===== config.mk =====
export PLATFORM = sky130hd
export DESIGN_NAME = cyc_mul_enc
export DESIGN_NICKNAME = d
export VERILOG_FILES = /design/src/rtl/cyc_mul_enc.sv
export SDC_FILE = /design/constraint.sdc
export NUM_CORES = 1
export LEC_CHECK = 0
export BUFFER_PORTS_ARGS = -buffer_cell sky130_fd_sc_hd__buf_2
export CAP_MARGIN = 10
export CORE_AREA = 2 2 39 41
export CTS_CLUSTER_DIAMETER = 80
export CTS_CLUSTER_SIZE = 28
export DETAILED_ROUTE_END_ITERATION = 10
export DIE_AREA = 0 0 41 43
export GPL_TIMING_DRIVEN = 0
export PLACE_DENSITY = 0.66
export SETUP_SLACK_MARGIN = 0.15
export SLEW_MARGIN = 20
export SYNTH_ARGS = -nofsm -noshare
export SYNTH_HDL_FRONTEND = slang
export SYNTH_SLANG_ARGS = --single-unit

===== constraint.sdc =====
create_clock -name clk -period 3 [get_ports clk]
set_input_delay 0.3 -clock clk [delete_from_list [all_inputs] [get_ports clk]]
set_output_delay 0.3 -clock clk [all_outputs]
set_load 0.005 [all_outputs]

===== src/rtl/cyc_mul_enc.sv =====
module cyc_mul_enc #(
  parameter int DATA_BITS = 11,
  parameter int DEG = 4,
  parameter logic [DEG:0] GEN = 5'b11001
) (
  input  logic clk,
  input  logic rst_n,
  input  logic start,
  input  logic din,
  input  logic din_valid,
  output logic dout,
  output logic dout_valid,
  output logic done
);
  localparam int CNT_W = $clog2(DATA_BITS + 1);
  localparam logic [CNT_W-1:0] LAST_D = CNT_W'(DATA_BITS - 1);
  localparam logic [CNT_W-1:0] LAST_F = CNT_W'(DEG - 1);

  typedef enum logic [1:0] {S_IDLE, S_DATA, S_FLUSH} st_t;

  st_t state;
  logic [DEG-1:0] hist;
  logic [CNT_W-1:0] cnt;
  logic take_data, take_flush, step, in_bit, prod;

  assign take_data  = (state == S_DATA) && din_valid && !start;
  assign take_flush = (state == S_FLUSH) && !start;
  assign step       = take_data || take_flush;
  assign in_bit     = take_data & din;

  always_comb begin
    prod = GEN[0] & in_bit;
    for (int i = 1; i <= DEG; i++) prod = prod ^ (GEN[i] & hist[i-1]);
  end

  always_ff @(posedge clk or negedge rst_n) begin
    if (!rst_n) begin
      state      <= S_IDLE;
      hist       <= '0;
      cnt        <= '0;
      dout       <= 1'b0;
      dout_valid <= 1'b0;
      done       <= 1'b0;
    end else if (start) begin
      state      <= S_DATA;
      hist       <= '0;
      cnt        <= '0;
      dout_valid <= 1'b0;
      done       <= 1'b0;
    end else begin
      dout_valid <= step;
      done       <= take_flush && (cnt == LAST_F);
      if (step) begin
        dout <= prod;
        hist <= {hist[DEG-2:0], in_bit};
      end
      if (take_data) begin
        if (cnt == LAST_D) begin
          cnt   <= '0;
          state <= S_FLUSH;
        end else cnt <= cnt + 1'b1;
      end else if (take_flush) begin
        if (cnt == LAST_F) begin
          cnt   <= '0;
          state <= S_IDLE;
        end else cnt <= cnt + 1'b1;
      end
    end
  end
endmodule



==> metrics.csv <==
metric,value,unit
status,"complete, no violations",
"Async S/R FF share, synth",1.00,
Final Setup Violations,0,
Tightest Pin Transition,0.400,ns
Static Leak,0.000351,uW
Netlist cell types,28,
ys flop type,dfrtp_1,
Post-synth EDFFs,0,
Pwr Density,447,mW/mm2
worst path required time,3.16,ns
"commonest non-fill, non-tap cell in the layout",dfrtp_1,
Setup crit end kind,flop,
gr usage total,0.176,
worst reg2reg path depth,5,
CTS tree,done,
Post-Syn Area,667,um2
Final Critical Period,1.61,ns
die area,0.00176,mm2
area of the multi-input gates,323,um2
Worst Hold Launch,start,
Hold Path Depth,2,
Core Area,0.00138,mm2
cell row count,14,
area fraction of the dominant cell type after synthesis,0.488,
ranking of synthesized cells by area,"dfrtp_1 49%, ha_1 3.8%, nand2b_1 3.8%, nor2_1 3.4%, o21ai_0 3.0%",
worst endpoint data arrival time,1.76,ns
global-route wire length before repair,1940,um
antenna violations before repair,0,
RePlAce Congestion,0.723,
final-layout fill cell count,128,
Seq. cell area,325,um2
Post-Synthesis Cells,62,
Nets,82,
r2r startpoint,cnt[0],
sequential share of power,0.562,
Final Skew,0.00515,ns
switching power,84.6,uW
htree depth,1,
unrepaired setup endpoints after global routing,no,
cts bufs inserted,3,
Fin. Hold Viols,0,
clock share of power,0.321,
yosys warns,0,
initial drt markers,4,
TNS Setup,0,ns
Final Hold Slack,0.311,ns
crit path kind,flop to flop,
I/O pin cnt,8,
postcts setup bufs,0,
cell taking the most area after synthesis,dfrtp_1,
Final ANT Viol Nets,0,
Starting Density,0.482,
die width,41,um
clk_lat worst skew,0.28,ns
Die Ht,43,um
sequential share of the synthesized area,0.488,
largest net degree at the start of global routing,14,
Worst VDD drop,0.000243,V
DRT Pass-1 Iters,2,
"Avg Cell Area, Syn",10.8,um2
vias per cell,5.17,
share of layout cells above drive strength 1,0.216,
Crit Path Max Fanout,5,
drc violations,0,
DR vias,465,
combinational fraction of design power,0.118,
IO Port Bufs,7,
P_int,254,uW
Final HPWL DP,809,um
most frequent cells in the layout,"13 x dfrtp_1, 7 x buf_2, 6 x nor2_1",
grt ovf,0,
Slew HR,0.733,
Slew Limit Fails,0,
vias in the first global route,435,
Startpoint Class,flop,
cell at the root of the clock tree,clkbuf_4,
Clock Pin Slew Worst Setup and Hold Paths,0.08,ns
max_cap viols,0,
r2r setup slk,1.39,ns
sw frac,0.250,
ant diodes,0,
Hold WC Path Type,input port to flop,
Yosys reg bits,13,
Clock Path Buffers,2,
Area Growth Syn to Fin,13.7,%
clock sink total,13,
Mapped Nets,69,
drt total wl,1080,um
crit share post-route,0.535,
fmax,0.623,GHz
Hold Path Sink,dout_valid,
post-cts sizing count,0,
worst r2r dst,state[1],
WL/cell,12.0,um
## routing by layer
layer	global-route usage	part of all wire	wire length (um)
met4	0.160	0.047	51
met5	0	0	0
met2	0.213	0.45	488
met1	0.242	0.47	513
met3	0.0471	0.028	30
## what timing repair did
action,in CTS,in global routing
hold endpoints to repair,13,0
hold buffers,1,0
endpoints found under the setup margin,0,0
## flip-flops by register name (all words and copies together) (netlist names)
signal and flops:
dout_valid 1, hist 4, dout 1, done 1, state 2, cnt 4
## worst max-delay path: stages, from the launching register on
cell	delay, ns
dfrtp_1	0.43
ha_1	0.21
or3b_1	0.37
or2_1	0.26
a21oi_1	0.16
nor2_1	0.05
## metrics by stage
stage                     total power [uW]   util  cell area (um2)  cells  setup WS [ns]
after CTS                              346  0.548              758     90           1.38
after global routing                   355  0.548              758     90           1.29
after detailed placement               234  0.522              722     85           1.40
after floorplan                        218      -              667     62           1.52
after global placement                 233  0.522              722     85           1.39
final                                  339  0.548              758     90           1.39
## logic make-up after synthesis
group / count (synthesis) / share of synthesized area
flops: 13 / 0.488
mux: 1 / 0.0150
xor+xnor: 2 / 0.0263
simple gates: 28 / 0.266
buf+inv: 3 / 0.0281
compound gates: 13 / 0.139
fa+ha+maj: 2 / 0.0375
## power groups by stage
stage               logic [uW]  registers (uW)  clock network, uW
finish                    39.9             190                109
detailed placement        39.7             194                  0
CTS                       41.0             191                115
floorplan                 25.4             193                  0
global placement          39.5             194                  0
global route              45.6             192                117
## cell usage after synthesis (all sizes together), types with 2 or more instances
cell	number
ha	2
or3b	2
nor3	3
o21ai	4
a21oi	2
nand3b	2
nand2	5
dfrtp	13
a21o	2
nand2b	4
nor2	6
xnor2	2
## area by class of cell
cell class                 instances  share of cell area
sequential                        13               0.429
multi-input combinational         46               0.426
timing repair buffer               8              0.0594
clock buffer                       4              0.0347
tap                               16              0.0264
buffer                             2              0.0198
inverter                           1             0.00495
## worst max-delay path by stage
| stage | start | to | slack, ns | cells past startpoint |
|---|---|---|---|---|
| finish | cnt[0] | state[1] | 1.39 | 5 |
| global route | cnt[0] | state[1] | 1.29 | 5 |
| CTS | cnt[0] | state[1] | 1.38 | 5 |
| detailed placement | cnt[0] | state[1] | 1.40 | 5 |
| global placement | cnt[0] | state[1] | 1.39 | 5 |
| floorplan | cnt[0] | state[1] | 1.52 | 5 |
Power figures use the tool's default switching activity.
